===== src/rtl/gpio_irq_pkg.sv =====
package gpio_irq_pkg;

  localparam int ADDR_W = 3;

  typedef enum logic [2:0] {
    TRIG_FALL = 3'd0,
    TRIG_RISE = 3'd1,
    TRIG_LOW  = 3'd2,
    TRIG_HIGH = 3'd3,
    TRIG_BOTH = 3'd4
  } trig_e;

  localparam logic [ADDR_W-1:0] ADDR_EN    = 3'd0;
  localparam logic [ADDR_W-1:0] ADDR_PEND  = 3'd1;
  localparam logic [ADDR_W-1:0] ADDR_ACK   = 3'd2;
  localparam logic [ADDR_W-1:0] ADDR_MASK  = 3'd3;
  localparam logic [ADDR_W-1:0] ADDR_MSET  = 3'd4;
  localparam logic [ADDR_W-1:0] ADDR_MCLR  = 3'd5;
  localparam logic [ADDR_W-1:0] ADDR_MODE0 = 3'd6;
  localparam logic [ADDR_W-1:0] ADDR_MODE1 = 3'd7;

endpackage


===== src/rtl/gpio_irq_pin.sv =====
module gpio_irq_pin
  import gpio_irq_pkg::*;
#(
  parameter int SYNC_STAGES = 2
) (
  input  logic       clk,
  input  logic       rst,
  input  logic       pin_i,
  input  logic       en_i,
  input  logic [2:0] mode_i,
  output logic       hit_o
);

  logic [SYNC_STAGES-1:0] sync_q;
  logic                   last_q;
  logic                   cur;
  logic                   match;

  always_ff @(posedge clk) begin
    if (rst) begin
      sync_q <= '0;
      last_q <= 1'b0;
    end else begin
      sync_q <= {sync_q[SYNC_STAGES-2:0], pin_i};
      last_q <= sync_q[SYNC_STAGES-1];
    end
  end

  assign cur = sync_q[SYNC_STAGES-1];

  always_comb begin
    unique case (mode_i)
      TRIG_FALL: match = ~cur & last_q;
      TRIG_RISE: match = cur & ~last_q;
      TRIG_LOW:  match = ~cur;
      TRIG_HIGH: match = cur;
      TRIG_BOTH: match = cur ^ last_q;
      default:   match = 1'b0;
    endcase
  end

  assign hit_o = en_i & match;

  // codes above 4 never report an event
  p_bad_code_r6: assert property (@(posedge clk) disable iff (rst)
    (mode_i > 3'd4) |-> !hit_o);

endmodule


===== src/rtl/gpio_irq_combine.sv =====
module gpio_irq_combine #(
  parameter int NPINS = 12
) (
  input  logic             clk,
  input  logic             rst,
  input  logic [NPINS-1:0] pend_i,
  input  logic [NPINS-1:0] mask_i,
  output logic             irq_o
);

  logic irq_q;

  always_ff @(posedge clk) begin
    if (rst) irq_q <= 1'b0;
    else     irq_q <= |(pend_i & ~mask_i);
  end

  assign irq_o = irq_q;

  // a fully masked bank cannot raise the line on the next cycle
  p_all_masked_r10: assert property (@(posedge clk) disable iff (rst)
    (mask_i == '1) |=> !irq_o);

endmodule


===== src/rtl/gpio_irq_ctrl.sv =====
module gpio_irq_ctrl
  import gpio_irq_pkg::*;
#(
  parameter int NPINS = 12,
  parameter int DW    = 32
) (
  input  logic              clk,
  input  logic              rst,
  input  logic [NPINS-1:0]  pin_i,
  input  logic [ADDR_W-1:0] bus_addr,
  input  logic              bus_we,
  input  logic [DW-1:0]     bus_wdata,
  output logic [DW-1:0]     bus_rdata,
  output logic              irq_o
);

  localparam int PER_BANK = DW / 4;
  localparam int SLOTS    = 2 * PER_BANK;

  logic [NPINS-1:0] en_q, pend_q, mask_q, hit;
  logic [2:0]       mode_q [NPINS];
  logic [SLOTS-1:0][3:0] mode_pad;
  logic [DW-1:0]    rd_next, rdata_q;
  logic [NPINS-1:0] wbits;
  logic             w_en, w_ack, w_mset, w_mclr;

  assign wbits  = bus_wdata[NPINS-1:0];
  assign w_en   = bus_we && (bus_addr == ADDR_EN);
  assign w_ack  = bus_we && (bus_addr == ADDR_ACK);
  assign w_mset = bus_we && (bus_addr == ADDR_MSET);
  assign w_mclr = bus_we && (bus_addr == ADDR_MCLR);

  always_ff @(posedge clk) begin
    if (rst) begin
      en_q   <= '0;
      pend_q <= '0;
      mask_q <= '1;
    end else begin
      if (w_en) en_q <= wbits;
      pend_q <= (pend_q & ~(w_ack ? wbits : '0)) | hit;
      if (w_mset)      mask_q <= mask_q | wbits;
      else if (w_mclr) mask_q <= mask_q & ~wbits;
    end
  end

  for (genvar i = 0; i < NPINS; i++) begin : g_pin
    localparam int BANK = i / PER_BANK;
    localparam int POS  = 4 * (i % PER_BANK);
    localparam logic [ADDR_W-1:0] MADDR = (BANK == 0) ? ADDR_MODE0 : ADDR_MODE1;

    always_ff @(posedge clk) begin
      if (rst)                              mode_q[i] <= 3'd0;
      else if (bus_we && bus_addr == MADDR) mode_q[i] <= bus_wdata[POS +: 3];
    end

    gpio_irq_pin #(.SYNC_STAGES(2)) u_pin (
      .clk    (clk),
      .rst    (rst),
      .pin_i  (pin_i[i]),
      .en_i   (en_q[i]),
      .mode_i (mode_q[i]),
      .hit_o  (hit[i])
    );
  end

  for (genvar j = 0; j < SLOTS; j++) begin : g_slot
    if (j < NPINS) begin : g_used
      assign mode_pad[j] = {1'b0, mode_q[j]};
    end else begin : g_empty
      assign mode_pad[j] = 4'd0;
    end
  end

  always_comb begin
    rd_next = '0;
    unique case (bus_addr)
      ADDR_EN:    rd_next[NPINS-1:0] = en_q;
      ADDR_PEND:  rd_next[NPINS-1:0] = pend_q;
      ADDR_MASK:  rd_next[NPINS-1:0] = mask_q;
      ADDR_MODE0: rd_next = mode_pad[PER_BANK-1:0];
      ADDR_MODE1: rd_next = mode_pad[SLOTS-1:PER_BANK];
      default:    rd_next = '0;
    endcase
  end

  always_ff @(posedge clk) begin
    if (rst) rdata_q <= '0;
    else     rdata_q <= rd_next;
  end

  assign bus_rdata = rdata_q;

  gpio_irq_combine #(.NPINS(NPINS)) u_comb (
    .clk    (clk),
    .rst    (rst),
    .pend_i (pend_q),
    .mask_i (mask_q),
    .irq_o  (irq_o)
  );

  // a pending bit only rises for a pin that was enabled
  p_enable_gate_r7: assert property (@(posedge clk) disable iff (rst)
    ((pend_q & ~$past(pend_q) & ~$past(en_q)) == '0));

  // acknowledged bits without a concurrent event are cleared
  p_ack_clears_r8: assert property (@(posedge clk) disable iff (rst)
    w_ack |=> ((pend_q & $past(wbits) & ~$past(hit)) == '0));

  // an event coinciding with an acknowledge survives
  p_set_wins_r11: assert property (@(posedge clk) disable iff (rst)
    w_ack |=> ((pend_q & $past(hit)) == $past(hit)));

  // mask set and clear take effect on the written bits
  p_mask_set_r9: assert property (@(posedge clk) disable iff (rst)
    w_mset |=> ((mask_q & $past(wbits)) == $past(wbits)));
  p_mask_clr_r9: assert property (@(posedge clk) disable iff (rst)
    w_mclr |=> ((mask_q & $past(wbits)) == '0));

endmodule


===== config.mk =====
export PLATFORM = sky130hd
export DESIGN_NAME = gpio_irq_ctrl
export DESIGN_NICKNAME = d
export VERILOG_FILES = /design/src/rtl/gpio_irq_pkg.sv /design/src/rtl/gpio_irq_pin.sv /design/src/rtl/gpio_irq_combine.sv /design/src/rtl/gpio_irq_ctrl.sv
export SDC_FILE = /design/constraint.sdc
export NUM_CORES = 1
export LEC_CHECK = 0
export BUFFER_PORTS_ARGS = -buffer_cell sky130_fd_sc_hd__buf_2
export CORE_MARGIN = 8
export CORE_UTILIZATION = 42
export DETAILED_ROUTE_END_ITERATION = 8
export SLEW_MARGIN = 15
export SYNTH_ARGS = -nofsm -noshare
export SYNTH_HDL_FRONTEND = slang
export SYNTH_SLANG_ARGS = --single-unit

===== constraint.sdc =====
create_clock -name clk -period 1.9 [get_ports clk]
set_clock_uncertainty 0.1 [all_clocks]
set_input_delay 0.285 -clock clk [delete_from_list [all_inputs] [get_ports clk]]
set_output_delay 0.285 -clock clk [all_outputs]
set_load 0.1 [all_outputs]

=== Word-level counts from Yosys, hierarchy flattened ===
Memory sizes are Yosys's and may differ from the RTL's.
Index checks and enable logic that the tools add are counted.

* Output and inout port bits: 33
* RAM bits: 36
* Memories: 1
* Bits in registers: 105
* Bits of input ports: 50

{| class="wikitable"
|+ Memories
! memory !! words !! bits a word !! read ports !! clocked after Yosys merged registers in !! write ports !! line !! text
|-
| mode_q || 12 || 3 || 12 || 0 || 12 || gpio_irq_ctrl.sv:21 || <nowiki>logic [2:0] mode_q [NPINS];</nowiki>
|}

* Reductions and logical operators: 21
* Bitwise logic cells: 92
* Equality and inequality tests: 55
* Mux-type cells: 37

{| class="wikitable"
|+ Operator list
! kind !! count
|-
| $eq A3 B2 Y1 const B || 26
|-
| $pmux W1 S5 || 12
|-
| $pmux W12 S5 || 1
|-
| $eq A3 B3 Y1 const B || 16
|-
| $eq A3 B1 Y1 const B || 13
|-
| $logic_not A3 Y1 || 13
|-
| $pmux W19 S2 || 1
|-
| $and A1 B1 Y1 || 36
|-
| $and A12 B12 Y12 || 3
|-
| $mux W12 || 3
|-
| $mux W3 || 12
|-
| $not A12 Y12 || 3
|-
| $not A1 Y1 || 24
|-
| $or A12 B12 Y12 || 2
|-
| $or A1 B1 Y1 || 12
|-
| $reduce_or A12 Y1 || 1
|-
| $xor A1 B1 Y1 || 12
|-
| $mux W1 || 8
|-
| $logic_and A1 B1 Y1 || 6
|-
| $reduce_bool A2 Y1 || 1
|}

=== Depth between registers and ports, before layout ===
Gate-level depths: netlist of run 1.

* Word-level depth: 6
* Gate-level depth with buffers: 7

=== Hierarchy ===
From an unflattened synthesis of run 1, not the netlist that was laid out.

* Cells, all modules: 579
* Area, all modules: 6039.5 sq um

{| class="wikitable"
|+ By module, submodules not included
! module !! cells each !! instances !! seq. area each (sq um) !! area an instance (sq um)
|-
| gpio_irq_ctrl || 370 || 1 || 2342.2 || 4027.6
|-
| gpio_irq_pin || 16 || 12 || 60.1 || 157.7
|-
| gpio_irq_combine || 17 || 1 || 20.0 || 120.1
|}

=== Worst setup path before layout of run 1 ===
Ideal clock, no wire load.

* Path type: in2reg
* Start point: in rst
* End point: mem mode_q[0][0], enable pin
* Arrival: 1.439 ns
* Data required time: 1.418 ns
* Path slack: -0.021 ns
* Stages on the path: 3
* Library setup time: 0.382 ns
* Cells stage by stage: clkbuf_1 -> buf_1 -> a41o_1

{| class="wikitable"
|+ RTL lines
! item !! line !! text
|-
| start: declaration || gpio_irq_ctrl.sv:8 || <nowiki>input logic rst,</nowiki>
|-
| end: declaration || gpio_irq_ctrl.sv:21 ||
|}

=== Final worst setup path of run 1 ===
* Start point: reg rdata_q[5], in the netlist bus_rdata[5]
* End point: out bus_rdata[5]

{| class="wikitable"
|+ RTL lines
! item !! line !! text
|-
| start: declaration || gpio_irq_ctrl.sv:23 || <nowiki>logic [DW-1:0] rd_next, rdata_q;</nowiki>
|-
| start signal: assignment || gpio_irq_ctrl.sv:88 || <nowiki>else rdata_q <= rd_next;</nowiki>
|-
| end: declaration || gpio_irq_ctrl.sv:13 || <nowiki>output logic [DW-1:0] bus_rdata,</nowiki>
|}

No word-level cell between the ends.

==> impl_results.md, run 1 <==
* Status: finished clean
* Pwr Density at roughly 980 nW/µm²
* Worst R2R End: pend_q[6]
* Main synth FF type: dfxtp_1
* Top routing layer used: met4
* Final worst path period need at 1560 ps
* Relative slew slack at a little over two fifths
* # fillers at between 1000 and 1500
* 1st-iter DRT viols at 235
* Post-Place Cells at 831
* Hold Path Depth at 3
* Startpoint type of the worst setup path: flip-flop
* Synth-to-layout area growth at 21.9%
* Synth unique cells at 46
* CTS max path bufs at 2
* CTS tree: done
* Final GP Congestion at between 0.8 and 0.9
* TritonCTS buffer count at 17
* DR WL met3 at approximately 760 µm
* Async SR Flop Fraction at 0%
* Internal reg-to-reg setup slack at 460 ps
* Setup violators final at 0
* Met2 Routed Length at about 6.8 mm
* Antenna-violating nets left at 0
* Synth top area share at between 30% and 40%
* Clock-pin slew on the worst setup and hold paths at about 60 ps
* Final #Nets at around 760
* Peak supply drop at 0.497 mV
* Hold Crit Class: primary input to flip-flop
* Post-Route M1 WL at between 6 and 7 mm
* Setup bufs post-CTS at 0
* Max-Cap Viols at 0
* Number of remaining DRC errors at 0
* Slew of the pin with the lowest slew margin at 840 ps
* Ant diodes at 0
* Die ar. at between 15000 and 20000 µm²
* Die width at ~130 µm
* Final Cycle Share at 82.1%
* Pin count of the biggest net entering global routing at 34
* WP data arrival at approximately 1200 ps
* Bufs and invs on worst path at 1
* Hold-critical path endpoint: en_q[7]
* Vias in the first global route at 4521
* Cell taking the most area after synthesis: dfxtp_1
* Share of post-route cells with drive strength above 1 at a little under a fifth
* Most frequent cells in the layout: 100 x dfxtp_1, 78 x nand2_1, 72 x buf_2
* TritonRoute pass-1 iters at 5
* Max FO, Critical Path at 1
* Die H at 134 µm
* Area contributors post-synth: dfxtp_1 34%, edfxtp_1 18%, ha_1 5.1%
* Reg2Reg Depth at 6
* Slowest cell on the critical path: buf_2
* #FFs+latches synth at ~140
* Initial antenna violation count at 0
* Avg WL per Cell at between 15 and 20 µm
* Max Transition Viols Final at 0
* F_max at around 0.64 GHz
* Starting Density at 42.8%
* Crit path from: bus_rdata[5]
* WP data required at ~1500 ps
* Dpl hpwl at between 10 and 15 mm
* Final core occ at 52.2%
* Number of buffers added on ports at just over 70
* Avg Inst Size Synth at roughly 10 µm²
* Global route total overflow at 0
* Critical Path Sink Type: output port
* CTS Root Cell: clkbuf_16
* Top delay family on crit path: buffers and inverters
* Syn Inst Count at 588
* Post-Layout Cell Count at 875
* Post-synth EDFFs at 36
* Mapped cell area at 5890 µm²
* Most common cell after layout, fill and taps aside: dfxtp_1
* Hold Crit Start: bus_wdata[7]
* Sequential share of the synthesized area at between 50 and 60%
* Kind of critical path: flip-flop to output port
* I/O pin cnt at 83
* Final setup TNS at 0 ps
* Vias per cell at about 5.1
* Leakage at a little over 3 nW
* First-pass GRT wire length at roughly 23 mm
* Area of the core at approximately 14000 µm²
* WL final at between 10 and 15 mm
* H-tree Lvls at 4
* Fin. Hold Viols at 0
* CP max stage delay at around 430 ps
* Worst path cell trace: buf_2
* Clk_lat worst skew at about 420 ps
* RSZ-0062 raised after global routing: false
* Clock sink count at ~140
* DR vias at between 4000 and 5000
* Tot GR Track Use at roughly 16%
* Worst r2r src: g_pin[6].u_pin.last_q
* Synth Warn # at 0
* Row Count at 43
-- sequential cells by signal, indices dropped and copies added, names as in the netlist, named ones only --
signal and flops:
mode_q 36, bus_rdata 27, g_pin.u_pin.sync_q 24, en_q 12
g_pin.u_pin.last_q 12, pend_q 12, u_comb.irq_o 1
-- per-stage QoR --
step | total power, W | hold slack, ps | setup WS (ps) | instance area, µm²
2_1_floorplan | 0.00365 | 313 | 231 | 5910
3_3_place_gp | 0.00383 | 318 | 119 | 6470
3_5_place_dp | 0.00384 | 322 | 90.7 | 6470
4_1_cts | 0.00710 | 36.4 | 307 | 7180
5_1_grt | 0.00731 | 52.1 | 311 | 7180
6_report | 0.00703 | 49.5 | 341 | 7180
-- where the power goes --
part / switching [W] / internal [W] / total [W]
clock network: 0.00114 / 0.00209 / 0.00323
registers: 0.0000918 / 0.00309 / 0.00318
logic: 0.000406 / 0.000213 / 0.000618
total: 0.00164 / 0.00539 / 0.00703
-- worst max path at each step --
stage	cells after the start	to	slack, ps
2_1_floorplan	3	mode_q[0][0]	230
3_3_place_gp	4	mode_q[2][1]	120
3_5_place_dp	4	mode_q[2][5]	90
4_1_cts	1	bus_rdata[5]	310
5_1_grt	1	bus_rdata[5]	310
6_report	1	bus_rdata[5]	340
-- area by class of cell --
class,instances,area (µm²),share of cell area [%]
clock buffer,30,556,7.73
sequential,136,3080,42.9
tap,180,225,3.13
inverter,40,150,2.09
clock inverter,2,35.0,0.488
timing repair buffer,108,686,9.54
multi-input combinational,379,2450,34.1
-- cells by family after synthesis --
group | count (synthesis) | share of synthesized area, %
flops | 136 | 52.3
compound gates | 91 | 10.0
mux | 29 | 4.93
simple gates | 221 | 19.9
buf+inv | 77 | 6.37
fa+ha+maj | 24 | 5.10
other cells | 1 | 0.0636
xor+xnor | 9 | 1.34
-- routing by layer --
| metal | global-route usage [%] | vias to the layer above |
|---|---|---|
| met5 | 0 | - |
| met2 | 26.6 | 108 |
| met4 | 6.67 | 0 |
| li1 | - | 2208 |
| met1 | 20.2 | 2149 |
| met3 | 4.64 | 21 |
-- timing repair --
| item | CTS | global route |
|---|---|---|
| hold endpoints to repair | 12 | 0 |
| hold buffers | 12 | 0 |
| gates resized for setup | 0 | 0 |
-- cell usage after synthesis, types with 2 or more instances --
master	n
dfxtp_1	100
nand2_1	78
a21oi_1	39
inv_1	39
edfxtp_1	36
mux2i_1	29
and2_1	25
and3_1	25
ha_1	24
nor2b_1	24
nor2_1	22
nor3_1	17
o211ai_1	12
buf_2	10
nor4b_1	10
o31ai_1	10
buf_4	9
nor3b_1	9
xor2_1	9
a22oi_1	8
clkbuf_1	8
buf_6	5
a221oi_1	3
a31oi_1	3
buf_1	3
o22a_1	3
o22ai_1	3
a2111oi_0	2
a311o_1	2
clkbuf_2	2
nor3_2	2
nor4_1	2
o21ai_0	2
-- tightest hold or removal path, delay by kind of cell --
kind	cells	cell delay [ps]
AO/OA/AOI/OAI	1	60
buffers and inverters	1	120
AND/OR/NAND/NOR	1	50
(Power assumes the default switching activity.)
==> inputs of run 2 (changes only) <==
- ABC_AREA: not set -> 1
- clock period: 1.9 -> 1.6 ns (I/O delays scaled with it)
==> impl_results.md, run 2 <==
* Reg2Reg Depth at 10 (+4)
* CTS Root Cell: clkbuf_16
* Synth top area share at 33.3% (-0.69 points)
* Starting Density at 43.2% (+0.38 points)
* Hold Crit Class: primary input to flip-flop
* Post-synth EDFFs at 36 (unchanged)
* Post-Layout Cell Count at 1059 (+21%)
* CTS tree: done
* Largest Register: mode_q
* Cell taking the most area after synthesis: dfxtp_1
* I/O pin cnt at 83 (unchanged)
* Max FFs per register at 36 (unchanged)
* Synth unique cells at 30 (-35%)
* Syn Inst Count at 759 (+29%)
* CP max stage delay at 430 ps (about the same)
* #FFs+latches synth at 136 (unchanged)
* CTS Hold Bufs at 15 (+3)
* Clk_lat worst skew at 430 ps (about the same)
* WL final at 14.8 mm (+4.7%)
* Worst R2R End: pend_q[11]
* Sequential share of the synthesized area at 51.3% (-1.1 points)
* Tot GR Track Use at 16.9% (+0.45 points)
* Final GP Congestion at 0.845 (-5.7%)
* Main synth FF type: dfxtp_1
* Storage cell area at 3080 µm² (unchanged)
* Hold Path Depth at 3 (unchanged)
* Global route total overflow at 0 (unchanged)
* Final worst path period need at ~1500 ps
* Number of buffers added on ports at 72 (unchanged)
* TritonCTS buffer count at 17 (unchanged)
* Leakage at 3.44 nW (+11%)
* Die H at 136 µm (+0.90%)
* Fin. Hold Viols at 0 (unchanged)
* Dpl hpwl at 10.4 mm (+3.0%)
* Mapped cell area at 6010 µm² (+2.1%)
* Async SR Flop Fraction at 0% (unchanged)
* Avg WL per Cell at 14.0 µm (-14%)
* F_max at 0.655 GHz
* Clock-pin slew on the worst setup and hold paths at 60 ps (about the same)
* Vias in the first global route at 5148 (+14%)
* Kind of critical path: flip-flop to output port
* Area contributors post-synth: dfxtp_1 33%, edfxtp_1 18%, inv_1 10%
* Status: finished clean
* CTS max path bufs at 2 (unchanged)
* Die ar. at 18400 µm² (+1.8%)
* Vias per cell at 4.73 (-7.7%)
* Hold-critical path endpoint: mode_q[1][5]
* Startpoint type of the worst setup path: flip-flop
* Most common cell after layout, fill and taps aside: inv_1
* Crit path from: bus_rdata[5]
* H-tree Lvls at 4 (unchanged)
* Final core occ at 53.2% (+1.0 points)
* Synth top cells by count: 161 x inv_1, 125 x nand2_1, 100 x dfxtp_1, 100 x nor2_1
* TritonRoute pass-1 iters at 5 (unchanged)
* Avg Inst Size Synth at 7.92 µm² (-21%)
* Top-count cell post-synth: inv_1
* Synth Warn # at 0 (unchanged)
* Die width at 136 µm (+0.90%)
* Area of the multi-input gates at 2140 µm² (-13%)
* Most frequent cells in the layout: 161 x inv_1, 125 x nand2_1, 100 x nor2_1, 100 x dfxtp_1, 72 x buf_2
* Worst path cell trace: buf_2
* Top delay family on crit path: buffers and inverters
* Peak supply drop at 0.762 mV (+53%)
* Post-Place Cells at 1011 (+22%)
* Worst r2r src: g_pin[11].u_pin.sync_q[1]
* Final Cycle Share at around 95%
* WP data required at 1260 ps (-250 ps)
* Setup bufs post-CTS at 0 (unchanged)
* Synth-to-layout area growth at 23.3%
* Hold Crit Start: bus_wdata[22]
* First-pass GRT wire length at 24.2 mm (+4.5%)
* Initial antenna violation count at 1 (+1)
* Max-Cap Viols at 0 (unchanged)
* Antenna-violating nets left at 0 (unchanged)
* Pwr Density at 1150 nW/µm² (+18%)
* RSZ-0062 raised after global routing: false
* WP data arrival at 1190 ps (+20 ps)
* Final #Nets at 939 (+24%)
* Pin count of the biggest net entering global routing at 65 (+91%)
* Row Count at 43 (unchanged)
* # fillers at 1285 (+0.86%)
* Critical Path Sink Type: output port
* Internal reg-to-reg setup slack at 270 ps (-190 ps)
* DR vias at 5011 (+12%)
* 1st-iter DRT viols at 407 (+73%)
* Max FO, Critical Path at 1 (unchanged)
* Setup violators final at 0 (unchanged)
* Max Transition Viols Final at 0 (unchanged)
* Number of remaining DRC errors at 0 (unchanged)
* CTS resizes at 0 (unchanged)
* Share of post-route cells with drive strength above 1 at 16.4% (-2.2 points)
* Area of the core at 13900 µm² (+1.2%)
* Clock sink count at 136 (unchanged)
* Cell depth of the worst setup path at 1 (unchanged)
* Bufs and invs on worst path at 1 (unchanged)
* Slowest cell on the critical path: buf_2
## run 2: changes by cell type in the layout (fill, tap and decap cells not counted), moves of 9 or more
cell and delta:
and2_1 -25, inv_1 +122, nor3b_1 -9, o21ai_0 +43, nand3_1 +36, nor2b_1 -24
nor2_1 +78, mux2i_1 -29, nor4b_1 -10, o31ai_1 -10, nand2_1 +47, o211ai_1 -10
and3_1 -25, xor2_1 -9
## run 2: worst max-delay path by stage
stage	to	slack [ps]
floorplan	mode_q[0][0]	-160
global placement	mode_q[1][10]	130
detailed placement	mode_q[1][10]	100
CTS	bus_rdata[4]	40
global route	bus_rdata[5]	20
finish	bus_rdata[5]	70
## run 2: kinds of logic (layout without fill, tap and decap cells)
family	count (synthesis)	after routing	synth area share, %
simple gates	292	292	20.3
buf+inv	193	308	13.3
flops	136	136	51.3
compound gates	113	113	10.1
fa+ha+maj	24	24	4.99
other cells	1	6	0.0624
## run 2: area by class of cell
class,instances,share of cell area (%)
repair buffers,112,9.93
well taps,180,3.04
inverters,164,8.32
flip-flops and latches,136,41.6
diodes,1,0.0338
clock inverters,9,0.996
clock buffers,23,7.17
multi-input cells,434,28.9
## run 2: stage by stage
step | cell area, µm² | total power (W) | TNS, ps | worst slack [ps] | hold slack, ps
2_1_floorplan | 6030 | 0.00443 | -5340 | -156 | 247
3_3_place_gp | 6650 | 0.00466 | 0 | 134 | 289
3_5_place_dp | 6650 | 0.00469 | 0 | 98.9 | 294
4_1_cts | 7410 | 0.00862 | 0 | 40.5 | 0.367
5_1_grt | 7410 | 0.00888 | 0 | 20.6 | 17.3
6_report | 7410 | 0.00854 | 0 | 74.2 | 11.6
## run 2: report_power, final
group / switching [W] / internal [W] / total (W)
Clock: 0.00153 / 0.00237 / 0.00390
Sequential: 0.0000876 / 0.00368 / 0.00377
Combinational: 0.000613 / 0.000261 / 0.000873
Total: 0.00223 / 0.00631 / 0.00854
## run 2: routing by layer
| layer | vias to the layer above | global-route usage, % | routed length [µm] |
|---|---|---|---|
| met5 | - | 0 | 13 |
| met3 | 28 | 5.30 | 847 |
| met4 | 2 | 6.91 | 266 |
| li1 | 2562 | - | - |
| met2 | 121 | 30.0 | 7390 |
| met1 | 2298 | 18.3 | 6250 |
==> inputs of run 3 (changes only) <==
- CORE_MARGIN: 8 -> not set
- SLEW_MARGIN: 15 -> 10
==> impl_results.md, run 3 (synthesized netlist as in run 2, its figures left out) <==
* Status: finished clean
* Clock-pin slew on the worst setup and hold paths at 60 ps (about the same)
* Fin. Hold Viols at 0 (unchanged)
* # fillers at 1321 (+2.8%)
* Vias per cell at 4.71 (-0.41%)
* Dpl hpwl at 9.91 mm (-4.9%)
* Seq pwr share at 43.9% (-0.2 points)
* Hold Crit Class: primary input to flip-flop
* NetSw at 0.00226 W (+1.2%)
* Die ar. at 14800 µm² (-20%)
* H-tree Lvls at 4 (unchanged)
* Peak supply drop at 1.10 mV (+44%)
* Final Cycle Share at 95.7% (+0.32 points)
* TritonCTS buffer count at 17 (unchanged)
* Ant diodes at 0 (-1)
* Share of post-route cells with drive strength above 1 at 16.3% (-0.14 points)
* CP max stage delay at 430 ps (about the same)
* CTS Hold Bufs at 13 (-2)
* Max-Cap Viols at 0 (unchanged)
* Net Sw Frac at 26.3% (+0.17 points)
* Avg WL per Cell at 13.4 µm (-3.8%)
* Crit path from: bus_rdata[5]
* Setup bufs post-CTS at 0 (unchanged)
* Pwr Density at 1160 nW/µm² (+0.81%)
* Number of buffers added on ports at 72 (unchanged)
* CTS max path bufs at 2 (unchanged)
* Top routing layer used: met4
* Final GP Congestion at 0.816 (-3.5%)
* Critical Path Sink Type: output port
* Vias in the first global route at 4993 (-3.0%)
* WL final at 14.1 mm (-4.4%)
* Bufs and invs on worst path at 1 (unchanged)
* Worst path cell trace: buf_2
* TritonRoute pass-1 iters at 4 (-1)
* Leakage at 3.43 nW (-0.14%)
* Largest Register: mode_q
* Row Count at 43 (unchanged)
* F_max at 0.653 GHz (-0.33%)
* Global route total overflow at 0 (unchanged)
* Dpl cell area at 6640 µm² (-0.15%)
* Antenna-violating nets left at 0 (unchanged)
* First-pass GRT wire length at 23.7 mm (-2.2%)
* Power consumption at 0.00859 W (+0.57%)
* Number of remaining DRC errors at 0 (unchanged)
* RSZ-0062 raised after global routing: false
* Met2 Routed Length at 7.34 mm (-0.66%)
* Max FO, Critical Path at 1 (unchanged)
* Setup violators final at 0 (unchanged)
* Startpoint type of the worst setup path: flip-flop
* Clk pwr share at 46.1% (+0.5 points)
* Clk_lat worst skew at 420 ps (about the same)
* Die H at 122 µm (-10%)
* DR vias at 4962 (-0.98%)
* Worst r2r src: g_pin[11].u_pin.sync_q[1]
* Initial antenna violation count at 0 (-1)
* DR WL met3 at 521 µm (-38%)
* Kind of critical path: flip-flop to output port
* CTS tree: done
* Die width at 122 µm (-10%)
* Synth-to-layout area growth at 23.0%
* Max FFs per register at 36 (unchanged)
* Slowest cell on the critical path: buf_2
* Starting Density at 43.2% (unchanged)
* Final Instance Area at 7390 µm² (-0.24%)
* Most common cell after layout, fill and taps aside: inv_1
* Max Transition Viols Final at 0 (unchanged)
* WP data required at 1260 ps (about the same)
* Most frequent cells in the layout: 161 x inv_1, 125 x nand2_1, 100 x nor2_1, 100 x dfxtp_1, 72 x buf_2
* Clock sink count at 136 (unchanged)
* I/O pin cnt at 83 (unchanged)
* CTS Root Cell: clkbuf_16
* Comb pwr share at 10.1% (about the same)
* CTS resizes at 0 (unchanged)
* Pin count of the biggest net entering global routing at 84 (+29%)
* Dpl ws at 62.6 ps (-36.4 ps)
* Final #Nets at 934 (-0.53%)
* Fin worst setup slack at 69.1 ps (-5.12 ps)
* Tot GR Track Use at 21.1% (+4.2 points)
* 1st-iter DRT viols at 311 (-24%)
* Final worst path period need at 1530 ps (+5.12 ps)
* Area of the core at 13900 µm² (unchanged)
* Hold Crit Start: bus_wdata[7]
* WP data arrival at 1190 ps (about the same)
* Top delay family on crit path: buffers and inverters
* Int Power at 0.00633 W (+0.34%)
* Post-Route M1 WL at 6.13 mm (-2.0%)
[run 3: final cells by class]
class | instances | area [µm²] | area share [%]
clock inverters | 11 | 95.1 | 1.29
multi-input cells | 434 | 2140 | 29.0
inverters | 164 | 617 | 8.34
clock buffers | 21 | 526 | 7.11
flip-flops and latches | 136 | 3080 | 41.7
repair buffers | 107 | 706 | 9.54
well taps | 180 | 225 | 3.05
[run 3: path summary, 6_finish.rpt]
check | to | slack [ps] | cells past startpoint
worst max-delay path | bus_rdata[5] | 70 | 1
worst min-delay path | flip-flop | 10 | 3
worst max register to register | pend_q[11] | 240 | 10
worst min register to register | g_pin[5].u_pin.sync_q[1] | 300 | 2
[run 3: per-layer routing]
metal	global-route usage (%)	up-vias
li1	-	2547
met1	23.5	2303
met2	38.8	101
met3	5.85	11
met4	6.40	0
met5	0	-
[run 3: power by group through the flow]
stage / clock, W / sequential, W / combinational [W]
after floorplan: 0 / 0.00399 / 0.000438
after global placement: 0 / 0.00384 / 0.000821
after CTS: 0.00404 / 0.00377 / 0.000874
final: 0.00396 / 0.00377 / 0.000864
after global routing: 0.00419 / 0.00379 / 0.000958
after detailed placement: 0 / 0.00384 / 0.000844
[run 3: metrics by stage]
step / instances / setup TNS, ps / hold slack, ps / util (%)
final: 1053 / 0 / 13.5 / 53.1
after global routing: 1053 / 0 / 15.2 / 53.1
after CTS: 1053 / 0 / 0.384 / 53.1
after detailed placement: 1008 / 0 / 293 / 47.7
after global placement: 1008 / 0 / 292 / 47.7
after floorplan: 763 / -5340 / 247 / -
